## src/rtl/pm_pkg.sv

```systemverilog
package pm_pkg;
  typedef enum logic [1:0] {
    MODE_ACTIVE = 2'b00,
    MODE_LP     = 2'b01,
    MODE_SLEEP  = 2'b10
  } pm_mode_e;
endpackage

```

## src/rtl/pm_tick_gen.sv

```systemverilog
module pm_tick_gen #(
  parameter int CLK_MHZ = 20
) (
  input  logic clk_i,
  input  logic rst_ni,
  output logic tick_o
);
  generate
    if (CLK_MHZ <= 1) begin : g_direct
      logic unused_w;
      assign unused_w = clk_i ^ rst_ni;
      assign tick_o   = 1'b1;
    end else begin : g_div
      localparam int W = $clog2(CLK_MHZ);
      localparam logic [W-1:0] LAST = W'(CLK_MHZ - 1);
      logic [W-1:0] cnt_q;
      always_ff @(posedge clk_i or negedge rst_ni) begin
        if (!rst_ni)            cnt_q <= '0;
        else if (cnt_q == LAST) cnt_q <= '0;
        else                    cnt_q <= cnt_q + 1'b1;
      end
      assign tick_o = (cnt_q == LAST);
    end
  endgenerate
endmodule

```

## src/rtl/pm_pin_sync.sv

```systemverilog
module pm_pin_sync #(
  parameter int STAGES = 2
) (
  input  logic clk_i,
  input  logic rst_ni,
  input  logic pin_i,
  output logic lvl_o,
  output logic rise_o,
  output logic fall_o
);
  logic [STAGES-1:0] sh_q;
  logic              prev_q;

  always_ff @(posedge clk_i or negedge rst_ni) begin
    if (!rst_ni) begin
      sh_q   <= '1;
      prev_q <= 1'b1;
    end else begin
      sh_q   <= {sh_q[STAGES-2:0], pin_i};
      prev_q <= sh_q[STAGES-1];
    end
  end

  assign lvl_o  = sh_q[STAGES-1];
  assign rise_o = lvl_o & ~prev_q;
  assign fall_o = ~lvl_o & prev_q;
endmodule

```

## src/rtl/pm_pulse_meter.sv

```systemverilog
module pm_pulse_meter #(
  parameter int LP_MIN_US  = 125,
  parameter int LP_MAX_US  = 400,
  parameter int SLEEP_US   = 1100,
  parameter int GAP_MIN_US = 25,
  parameter int GAP_MAX_US = 400
) (
  input  logic clk_i,
  input  logic rst_ni,
  input  logic tick_i,
  input  logic lvl_i,
  input  logic rise_i,
  input  logic fall_i,
  output logic lp_req_o,
  output logic sleep_req_o
);
  localparam int LW = $clog2(SLEEP_US + 1);
  localparam int GW = $clog2(GAP_MAX_US + 2);
  localparam logic [LW-1:0] L_MIN   = LW'(LP_MIN_US);
  localparam logic [LW-1:0] L_MAX   = LW'(LP_MAX_US);
  localparam logic [LW-1:0] L_SLEEP = LW'(SLEEP_US);
  localparam logic [LW-1:0] L_HIT   = LW'(SLEEP_US - 1);
  localparam logic [GW-1:0] G_MIN   = GW'(GAP_MIN_US);
  localparam logic [GW-1:0] G_MAX   = GW'(GAP_MAX_US);
  localparam logic [GW-1:0] G_SAT   = GW'(GAP_MAX_US + 1);

  logic [LW-1:0] low_cnt_q;
  logic [GW-1:0] gap_cnt_q;
  logic          armed_q;
  logic          width_ok, gap_ok;

  always_ff @(posedge clk_i or negedge rst_ni) begin
    if (!rst_ni)                                          low_cnt_q <= '0;
    else if (fall_i)                                      low_cnt_q <= '0;
    else if (!lvl_i && tick_i && low_cnt_q != L_SLEEP)    low_cnt_q <= low_cnt_q + 1'b1;
  end

  always_ff @(posedge clk_i or negedge rst_ni) begin
    if (!rst_ni)                                          gap_cnt_q <= '0;
    else if (rise_i)                                      gap_cnt_q <= '0;
    else if (lvl_i && tick_i && gap_cnt_q != G_SAT)       gap_cnt_q <= gap_cnt_q + 1'b1;
  end

  assign width_ok = (low_cnt_q >= L_MIN) && (low_cnt_q <= L_MAX);
  assign gap_ok   = (gap_cnt_q >= G_MIN) && (gap_cnt_q <= G_MAX);

  // armed_q: a qualifying first pulse is pending
  always_ff @(posedge clk_i or negedge rst_ni) begin
    if (!rst_ni)     armed_q <= 1'b0;
    else if (fall_i) armed_q <= armed_q & gap_ok;
    else if (rise_i) armed_q <= width_ok & ~armed_q;
  end

  assign lp_req_o    = rise_i & width_ok & armed_q;
  assign sleep_req_o = ~lvl_i & ~fall_i & tick_i & (low_cnt_q == L_HIT);
endmodule

```

## src/rtl/pm_lp_timer.sv

```systemverilog
module pm_lp_timer #(
  parameter int IDLE_US     = 25000,
  parameter int ROT_IDLE_US = 2500,
  parameter int WAKE_US     = 50
) (
  input  logic clk_i,
  input  logic rst_ni,
  input  logic en_i,
  input  logic tick_i,
  input  logic rot_i,
  output logic on_o
);
  localparam int MAXV = (IDLE_US > ROT_IDLE_US) ?
                        ((IDLE_US > WAKE_US) ? IDLE_US : WAKE_US) :
                        ((ROT_IDLE_US > WAKE_US) ? ROT_IDLE_US : WAKE_US);
  localparam int TW = $clog2(MAXV + 1);
  localparam logic [TW-1:0] IDLE_LAST = TW'(IDLE_US - 1);
  localparam logic [TW-1:0] ROT_LAST  = TW'(ROT_IDLE_US - 1);
  localparam logic [TW-1:0] WAKE_LAST = TW'(WAKE_US - 1);

  logic [TW-1:0] cnt_q;
  logic          on_q, rot_flag_q, rot_seen_q;
  logic [TW-1:0] idle_last;

  assign idle_last = rot_seen_q ? ROT_LAST : IDLE_LAST;

  always_ff @(posedge clk_i or negedge rst_ni) begin
    if (!rst_ni) begin
      cnt_q <= '0; on_q <= 1'b0; rot_flag_q <= 1'b0; rot_seen_q <= 1'b0;
    end else if (!en_i) begin
      cnt_q <= '0; on_q <= 1'b0; rot_flag_q <= 1'b0; rot_seen_q <= 1'b0;
    end else if (!on_q) begin
      if (tick_i) begin
        if (cnt_q == idle_last) begin
          on_q  <= 1'b1;
          cnt_q <= '0;
        end else begin
          cnt_q <= cnt_q + 1'b1;
        end
      end
    end else begin
      if (rot_i) rot_flag_q <= 1'b1;
      if (tick_i) begin
        if (cnt_q == WAKE_LAST) begin
          on_q       <= 1'b0;
          cnt_q      <= '0;
          rot_seen_q <= rot_flag_q | rot_i;
          rot_flag_q <= 1'b0;
        end else begin
          cnt_q <= cnt_q + 1'b1;
        end
      end
    end
  end

  assign on_o = on_q;
endmodule

```

## src/rtl/sleep_mode_decoder.sv

```systemverilog
module sleep_mode_decoder
  import pm_pkg::*;
#(
  parameter int CLK_MHZ     = 20,
  parameter int LP_MIN_US   = 125,
  parameter int LP_MAX_US   = 400,
  parameter int SLEEP_US    = 1100,
  parameter int GAP_MIN_US  = 25,
  parameter int GAP_MAX_US  = 400,
  parameter int SETTLE_US   = 50,
  parameter int PWRUP_US    = 85,
  parameter int IDLE_US     = 25000,
  parameter int ROT_IDLE_US = 2500,
  parameter int WAKE_US     = 50
) (
  input  logic       clk_i,
  input  logic       rst_ni,
  input  logic       sleep_ni,
  input  logic       rot_det_i,
  output logic [1:0] mode_o,
  output logic       fe_en_o,
  output logic       ready_o
);
  localparam int SMAX = (PWRUP_US > SETTLE_US) ? PWRUP_US : SETTLE_US;
  localparam int SW   = $clog2(SMAX + 1);
  localparam logic [SW-1:0] S_PWRUP  = SW'(PWRUP_US);
  localparam logic [SW-1:0] S_SETTLE = SW'(SETTLE_US);

  logic tick, pin_lvl, pin_rise, pin_fall;
  logic lp_req, sleep_req, lp_on;
  logic settle_load;
  logic [SW-1:0] settle_q;
  pm_mode_e mode_q, mode_d;

  pm_tick_gen #(.CLK_MHZ(CLK_MHZ)) u_tick (
    .clk_i(clk_i), .rst_ni(rst_ni), .tick_o(tick)
  );

  pm_pin_sync #(.STAGES(2)) u_sync (
    .clk_i(clk_i), .rst_ni(rst_ni), .pin_i(sleep_ni),
    .lvl_o(pin_lvl), .rise_o(pin_rise), .fall_o(pin_fall)
  );

  pm_pulse_meter #(
    .LP_MIN_US(LP_MIN_US), .LP_MAX_US(LP_MAX_US), .SLEEP_US(SLEEP_US),
    .GAP_MIN_US(GAP_MIN_US), .GAP_MAX_US(GAP_MAX_US)
  ) u_meter (
    .clk_i(clk_i), .rst_ni(rst_ni), .tick_i(tick), .lvl_i(pin_lvl),
    .rise_i(pin_rise), .fall_i(pin_fall),
    .lp_req_o(lp_req), .sleep_req_o(sleep_req)
  );

  pm_lp_timer #(
    .IDLE_US(IDLE_US), .ROT_IDLE_US(ROT_IDLE_US), .WAKE_US(WAKE_US)
  ) u_lp_timer (
    .clk_i(clk_i), .rst_ni(rst_ni), .en_i(mode_q == MODE_LP),
    .tick_i(tick), .rot_i(rot_det_i), .on_o(lp_on)
  );

  always_comb begin
    mode_d      = mode_q;
    settle_load = 1'b0;
    unique case (mode_q)
      MODE_ACTIVE: begin
        if (sleep_req)   mode_d = MODE_SLEEP;
        else if (lp_req) mode_d = MODE_LP;
      end
      MODE_LP: begin
        if (sleep_req) mode_d = MODE_SLEEP;
        else if (pin_rise) begin
          mode_d      = MODE_ACTIVE;
          settle_load = 1'b1;
        end
      end
      MODE_SLEEP: begin
        if (pin_rise) begin
          mode_d      = MODE_ACTIVE;
          settle_load = 1'b1;
        end
      end
      default: mode_d = MODE_ACTIVE;
    endcase
  end

  always_ff @(posedge clk_i or negedge rst_ni) begin
    if (!rst_ni) mode_q <= MODE_ACTIVE;
    else         mode_q <= mode_d;
  end

  always_ff @(posedge clk_i or negedge rst_ni) begin
    if (!rst_ni)                     settle_q <= S_PWRUP;
    else if (settle_load)            settle_q <= S_SETTLE;
    else if (tick && settle_q != '0) settle_q <= settle_q - 1'b1;
  end

  always_comb begin
    unique case (mode_q)
      MODE_ACTIVE: fe_en_o = 1'b1;
      MODE_LP:     fe_en_o = lp_on;
      default:     fe_en_o = 1'b0;
    endcase
  end

  assign mode_o  = mode_q;
  assign ready_o = (mode_q == MODE_ACTIVE) && (settle_q == '0);
endmodule

```

## config.mk

```make
export PLATFORM = sky130hd
export DESIGN_NAME = sleep_mode_decoder
export DESIGN_NICKNAME = d
export VERILOG_FILES = /design/src/rtl/pm_pkg.sv /design/src/rtl/pm_tick_gen.sv /design/src/rtl/pm_pin_sync.sv /design/src/rtl/pm_pulse_meter.sv /design/src/rtl/pm_lp_timer.sv /design/src/rtl/sleep_mode_decoder.sv
export SDC_FILE = /design/constraint.sdc
export NUM_CORES = 1
export LEC_CHECK = 0
export BUFFER_PORTS_ARGS = -buffer_cell sky130_fd_sc_hd__buf_2
export CAP_MARGIN = 20
export CORE_ASPECT_RATIO = 1.4
export CORE_UTILIZATION = 40
export CTS_BUF_LIST = sky130_fd_sc_hd__clkbuf_8
export DETAILED_ROUTE_END_ITERATION = 7
export PLACE_DENSITY_LB_ADDON = 0.08
export SLEW_MARGIN = 20
export SYNTH_ARGS = -nofsm -noshare
export SYNTH_HDL_FRONTEND = slang
export SYNTH_SLANG_ARGS = --single-unit
```

## constraint.sdc

```tcl
create_clock -name clk_i -period 2.1 [get_ports clk_i]
set_clock_uncertainty 0.05 [all_clocks]
set_input_delay 0.315 -clock clk_i [delete_from_list [all_inputs] [get_ports clk_i]]
set_output_delay 0.315 -clock clk_i [all_outputs]
set_load 0.03 [all_outputs]
```

==> flow_metrics.py, run 1 <==
metrics = {
    "status": {
        "status": "finished clean",
    },
    "logic_synthesis": {
        "synth_common_cells": "dfrtp_1 (49), nor2_1 (42), nand2_1 (25)",
        "synth-edff-count": 0,
        "yosys-top-cells-area": "dfrtp_1 (38%), ha_1 (7.0%), dfstp_2 (5.7%), nor2_1 (4.9%), xnor2_1 (4.6%)",
        "synthCells": 333,
        "ys_seq_area_frac": 0.438,
        "syn_area_um2": 3220,
        "yosys.area.top_type": "dfrtp_1",
        "synth-main-ff-cell": "dfrtp_1",
        "ys_seq_elements": 56,
        "yosysMostFrequentCell": "dfrtp_1",
        "synth_nets": 355,
        "ys.warnings.count": 0,
        "yosysUniqueCellTypes": 65,
        "synth.avg_cell_area_um2": 9.66,
        "async_flop_share": 1.00,
        "netlist.area_leader.share": 0.381,
    },
    "global_routing": {
        "grt-ovfl-total": 0,
        "grt_pass1_vias": 2510,
        "antenna_found_initial": 0,
        "grt_pass1_wl_um": 11900,
        "track_usage": 0.180,
        "grt_max_degree": 32,
    },
    "worst_setup_path": {
        "worst_path_largest_cell_delay_ps": 530,
        "cp-start-kind": "flip-flop",
        "cp.required_ps": 2320,
        "reg2reg_depth": 5,
        "path_class": "flip-flop to flip-flop",
        "worstPathArrival_ps": 2220,
        "cp_cell_sequence": "inv_1, or3_4, or4_1, a2111oi_2, a21o_1",
        "crit_fanout": 6,
        "cp_slowest_cell": "or4_1",
        "cp-end-kind": "flip-flop",
    },
    "finish": {
        "insertedDiodeCount": 0,
        "multi_input_area_um2": 1730,
        "areaGrowthSynthToFinish_pct": 13.8,
        "nFillCells": 745,
        "nNetsFinal": 381,
        "drive_gt1_frac": 0.172,
        "register_area_um2": 1410,
    },
    "drt": {
        "vias": 2494,
        "vias_per_cell": 5.42,
        "totalWireLength_um": 6910,
        "drt_iter0_markers": 133,
        "wl_per_cell_um": 15.0,
        "drt_first_pass_iters": 4,
        "final_antenna_net_count": 0,
        "drc": 0,
    },
    "timing": {
        "fin_crit_sh": 0.957,
        "tightest_slew_ps": 504,
        "setup_viol": 0,
        "finalHoldViolCount": 0,
        "period_needed_ps": 2010,
        "fmax_ghz": 0.498,
        "rsz0062_at_grt": "no",
        "drv_slew": 0,
        "slew_headroom": 0.664,
        "timing.setup.tns_ps": 0,
    },
    "min_path": {
        "holdCritPathClass": "input port to flip-flop",
        "holdPathStages": 1,
    },
    "clock_tree": {
        "cts_tree": "yes",
        "clock_path_buffers": 2,
        "insertion_delay_ps": 320,
        "cts-root-buf": "clkbuf_8",
        "numCtsBuffers": 5,
        "clk_pin_slew_worst_paths_ps": 100,
        "cts_sinks": 56,
        "htree_levels": 2,
    },
    "floorplanning": {
        "die_w_um": 77.8,
        "core_um2": 7750,
        "die-area_um2": 8410,
        "initial_core_util": 0.415,
        "die_y_um": 108,
        "num_rows": 38,
        "io_pins": 8,
    },
    "power": {
        "p_switching_uw": 402,
        "pwr-share-comb": 0.029,
        "seq_power_share": 0.587,
        "sw_frac_of_total": 0.217,
        "p_int_mw": 1.45,
        "p_leak_nw": 1.56,
        "irDropWorstVdd_v": 0.000280,
        "total_power_mw": 1.85,
        "pwr-share-clk": 0.384,
        "power_density_nw_per_um2": 506,
    },
    "job": {
        "cap_viol_max_count": 0,
    },
    "placement": {
        "gp_congestion": 0.834,
        "hpwl_um": 4980,
        "port_buffers": 7,
    },
}
-- stage by stage --
step	area (µm²)	setup WS, ps	util	hold slack (ps)	std cells
3_5_place_dp	3500	52.6	0.452	200	450
3_3_place_gp	3500	80.3	0.452	201	450
4_1_cts	3620	16.6	0.467	20.8	459
5_1_grt	3660	0.922	0.472	24.2	460
2_1_floorplan	3220	84.7	-	-30.6	333
6_report	3660	90.9	0.472	40.1	460
-- layer usage --
metal,global-route usage,wire length [µm],share of wire
met1,0.212,3160,0.46
met2,0.320,3510,0.51
met3,0.0312,151,0.022
met4,0.0782,89,0.013
met5,0,0,0
-- state kept, by name, summed over array words and instances, names as in the netlist, 2 cells and up --
signal and flops:
u_lp_timer.cnt_q 15, settle_q 7, mode_o 2, u_sync.sh_q 2, u_tick.g_div.cnt_q 5, u_meter.low_cnt_q 11
u_meter.gap_cnt_q 9
-- layout make-up --
cell class,instances,share of cell area
Timing Repair Buffer,29,0.0622
Inverter,15,0.0154
Clock inverter,3,0.0106
Tap cell,100,0.0342
Multi-Input combinational cell,252,0.473
Sequential cell,56,0.386
Clock buffer,5,0.0188
-- placed cells by master (no fill, tap or decap), types with 5 or more instances in the layout --
master    netlist  final
dfrtp_1        49     48
nor2_1         42     42
nand2_1        25     25
buf_4           0     19
xnor2_1        17     17
ha_1           18     16
inv_1          15     15
xor2_1         15     15
nand3_1        14     14
nand4_1        12     12
nor3_1          9      9
a21oi_1         9      9
o21ai_0         8      8
nor4_1          8      7
and3_1          7      7
buf_2           0      7
dfstp_2         7      7
or3_1           5      5
clkbuf_8        0      5
-- critical path, delay by kind of cell (launching register included) --
| family | cells | cell delay (ps) |
|---|---|---|
| compound gates | 2 | 440 |
| buf+inv | 1 | 60 |
| flops | 1 | 450 |
| simple gates | 2 | 950 |
-- power groups by stage --
stage	sequential, mW	clock, mW	combinational, mW
after global routing	1.09	0.782	0.0621
after CTS	1.09	0.744	0.0564
after detailed placement	1.11	0	0.0546
after global placement	1.11	0	0.0533
final	1.09	0.712	0.0528
after floorplan	1.11	0	0.0149
-- worst paths after layout --
path | from | end | slack, ps
worst max-delay path | u_lp_timer.cnt_q[3] | u_lp_timer.cnt_q[13] | 90
worst min-delay path | sleep_ni | u_sync.sh_q[0] | 40
worst max register to register | u_lp_timer.cnt_q[3] | u_lp_timer.cnt_q[13] | 90
worst min register to register | u_sync.sh_q[0] | u_sync.sh_q[1] | 310
max in group asynchronous | rst_ni | settle_q[6] | 1040
min in group asynchronous | rst_ni | u_lp_timer.cnt_q[5] | 380
-- logic make-up (layout without fill, tap and decap cells) --
family	after synthesis	count (layout)	synth area share
and+or+nand+nor	152	152	0.260
DFF	56	56	0.438
xor gates and xnor gates	32	32	0.0871
adders and majority gates	18	18	0.0700
AOI/OAI and AO/OA	48	48	0.105
buffers and inverters	25	52	0.0334
muxes	2	2	0.00622
-- what timing repair did --
item / in CTS / in global routing
endpoints found under the setup margin: 0 / 16
resized for setup: 0 / 10
buffers inserted: 0 / 1
hold buffers: 1 / 0
endpoints found under the hold margin: 9 / 0
No activity file was read; power rests on OpenSTA's default activity.
==> inputs of run 2 (changes only) <==
--- a/config.mk
+++ b/config.mk
@@ -12,6 +12,7 @@
 export CTS_BUF_LIST = sky130_fd_sc_hd__clkbuf_8
 export DETAILED_ROUTE_END_ITERATION = 7
 export PLACE_DENSITY_LB_ADDON = 0.08
+export SETUP_SLACK_MARGIN = 0.2
 export SLEW_MARGIN = 20
 export SYNTH_ARGS = -nofsm -noshare
 export SYNTH_HDL_FRONTEND = slang
==> constraint.sdc (replaced) <==
create_clock -name clk_i -period 2.1 [get_ports clk_i]
set_clock_uncertainty 0.05 [all_clocks]
set_input_delay 0.63 -clock clk_i [delete_from_list [all_inputs] [get_ports clk_i]]
set_output_delay 0.63 -clock clk_i [all_outputs]
set_load 0.03 [all_outputs]
==> run 2 against run 1 <==
Sequential share of layout area fell by 7.5 points. Register-to-register slack improved by 50 ps. Non-clock buffer count rose by 41. Core utilization rose by 12 points. Critical path depth fell by 2. Via count rose by 11%. Clock power rose by 4.4%. Design area rose by 25%. Largest cell class unchanged. Clock-buffer cell count did not move. Routed wire length rose by 16%.
==> flow_metrics.py, run 2 (synthesis results as in run 1) <==
metrics = {
    "finish": {
        "largest_reg_flops": 15,
        "final_area_um2": 4580,
        "reg_top3": "u_lp_timer.cnt_q x15, u_meter.low_cnt_q x11, u_meter.gap_cnt_q x9",
        "drive_gt1_frac": 0.461,
        "largest-register": "u_lp_timer.cnt_q",
        "nNetsFinal": 422,
        "areaGrowthSynthToFinish_pct": 42.3,
        "final_common_cell": "buf_4",
        "stdcell_count": 501,
        "insertedDiodeCount": 0,
        "layout_common_cells": "buf_4 (52), dfrtp_1 (40), nor2_1 (28), nand2_1 (25), xnor2_1 (15)",
    },
    "worst_setup_path": {
        "worstPathArrival_ps": 1410,
        "worstPathBufferInverterCount": 1,
        "cp-start-kind": "flip-flop",
        "critPathTopFamily": "simple AND/OR/NAND/NOR gates",
        "crit_fanout": 2,
        "cp_slowest_cell": "dfrtp_1",
        "path_class": "flip-flop to output pin",
        "cp.required_ps": 1420,
        "cp-end-kind": "output pin",
        "cp_cell_sequence": "nor4_4, and4_4, buf_6",
        "worst_path_largest_cell_delay_ps": 420,
    },
    "floorplanning": {
        "die_y_um": 108,
        "initial_core_util": 0.415,
        "core_um2": 7750,
        "die_w_um": 77.8,
        "die-area_um2": 8410,
        "num_rows": 38,
        "io_pins": 8,
    },
    "placement": {
        "hpwl_um": 5070,
        "place_area_um2": 3550,
        "dpl.cell_count": 453,
        "port_buffers": 7,
        "gp_congestion": 0.847,
    },
    "global_routing": {
        "track_usage": 0.196,
        "grt_pass1_wl_um": 12800,
        "grt_pass1_vias": 2717,
        "grt-ovfl-total": 0,
        "antenna_found_initial": 0,
        "grt_max_degree": 57,
    },
    "drt": {
        "drc": 0,
        "final_antenna_net_count": 0,
        "met2_length_um": 4350,
        "wl_per_cell_um": 16.0,
        "drt_first_pass_iters": 6,
        "vias_per_cell": 5.51,
        "vias": 2760,
        "maxUsedRoutingLayer": "met4",
        "wl_met1_um": 3120,
        "totalWireLength_um": 8000,
        "wl_met3_um": 245,
        "drt_iter0_markers": 107,
    },
    "status": {
        "status": "finished clean",
    },
    "timing": {
        "timing.setup.tns_ps": 0,
        "period_needed_ps": 2090,
        "finalHoldViolCount": 0,
        "slew_headroom": 0.645,
        "setup_viol": 0,
        "tightest_slew_ps": 533,
        "fmax_ghz": 0.479,
        "rsz0062_at_grt": "yes",
        "fin_crit_sh": 0.994,
        "drv_slew": 0,
    },
    "clock_tree": {
        "cts_sinks": 56,
        "hold_buffers": 0,
        "clock_path_buffers": 2,
        "htree_levels": 2,
        "clk_pin_slew_worst_paths_ps": 110,
        "cts_tree": "yes",
        "cts-root-buf": "clkbuf_8",
        "insertion_delay_ps": 330,
        "numCtsBuffers": 5,
    },
    "power": {
        "p_leak_nw": 1.83,
        "total_power_mw": 1.89,
        "power_density_nw_per_um2": 413,
        "irDropWorstVdd_v": 0.000396,
    },
    "min_path": {
        "holdCritPathClass": "input port to async pin",
    },
    "job": {
        "cap_viol_max_count": 0,
    },
}
## run 2: cell types whose count changed in the layout (fill, tap and decap cells not counted), moves of 6 or more
cell	before	now
nor2_4	0	12
nor3_2	0	6
nor2_1	42	28
buf_4	19	52
inv_1	15	9
nor3_1	9	3
dfrtp_2	1	9
ha_1	16	10
buf_6	0	8
dfrtp_1	48	40
## run 2: path summary, 6_finish.rpt
kind	slack (ps)	end	cells after the start	from
worst max-delay path	10	ready_o	3	settle_q[5]
worst min-delay path	220	u_lp_timer.rot_seen_q	2	rst_ni
worst max register to register	140	u_meter.low_cnt_q[10]	7	u_meter.low_cnt_q[0]
worst min register to register	310	u_sync.sh_q[1]	0	u_sync.sh_q[0]
max in group asynchronous	1440	settle_q[0]	2	rst_ni
min in group clk_i	310	u_sync.sh_q[1]	0	u_sync.sh_q[0]
## run 2: what timing repair did
item,CTS,global route
cloned,2,0
pin swaps,21,44
setup endpoints to repair,41,43
setup buffers,24,14
resized for setup,55,78
## run 2: cell type report
cell class,count,area (µm²)
clock inverters,3,47.5
fillers,649,3170
flip-flops and latches,56,1420
inverters,15,58.8
clock buffers,5,68.8
multi-input cells,252,2240
repair buffers,70,613
well taps,100,125
## run 2: metrics by stage
stage	utilization	setup WS [ps]	hold WS [ps]
detailed placement	0.459	77.5	297
global route	0.591	-54.3	239
finish	0.591	12.6	220
floorplan	-	159	284
CTS	0.534	3.79	241
global placement	0.459	95.7	296
## run 2: per-layer routing
layer  vias up  global-route usage
li1       1323                   -
met1      1365               0.215
met2        54               0.362
met3        18              0.0321
met4         0              0.0970
met5         -                   0
## run 2: where the power goes
part / internal [mW] / switching, mW
registers: 1.08 / 0.00293
logic: 0.0184 / 0.0413
clock network: 0.360 / 0.383
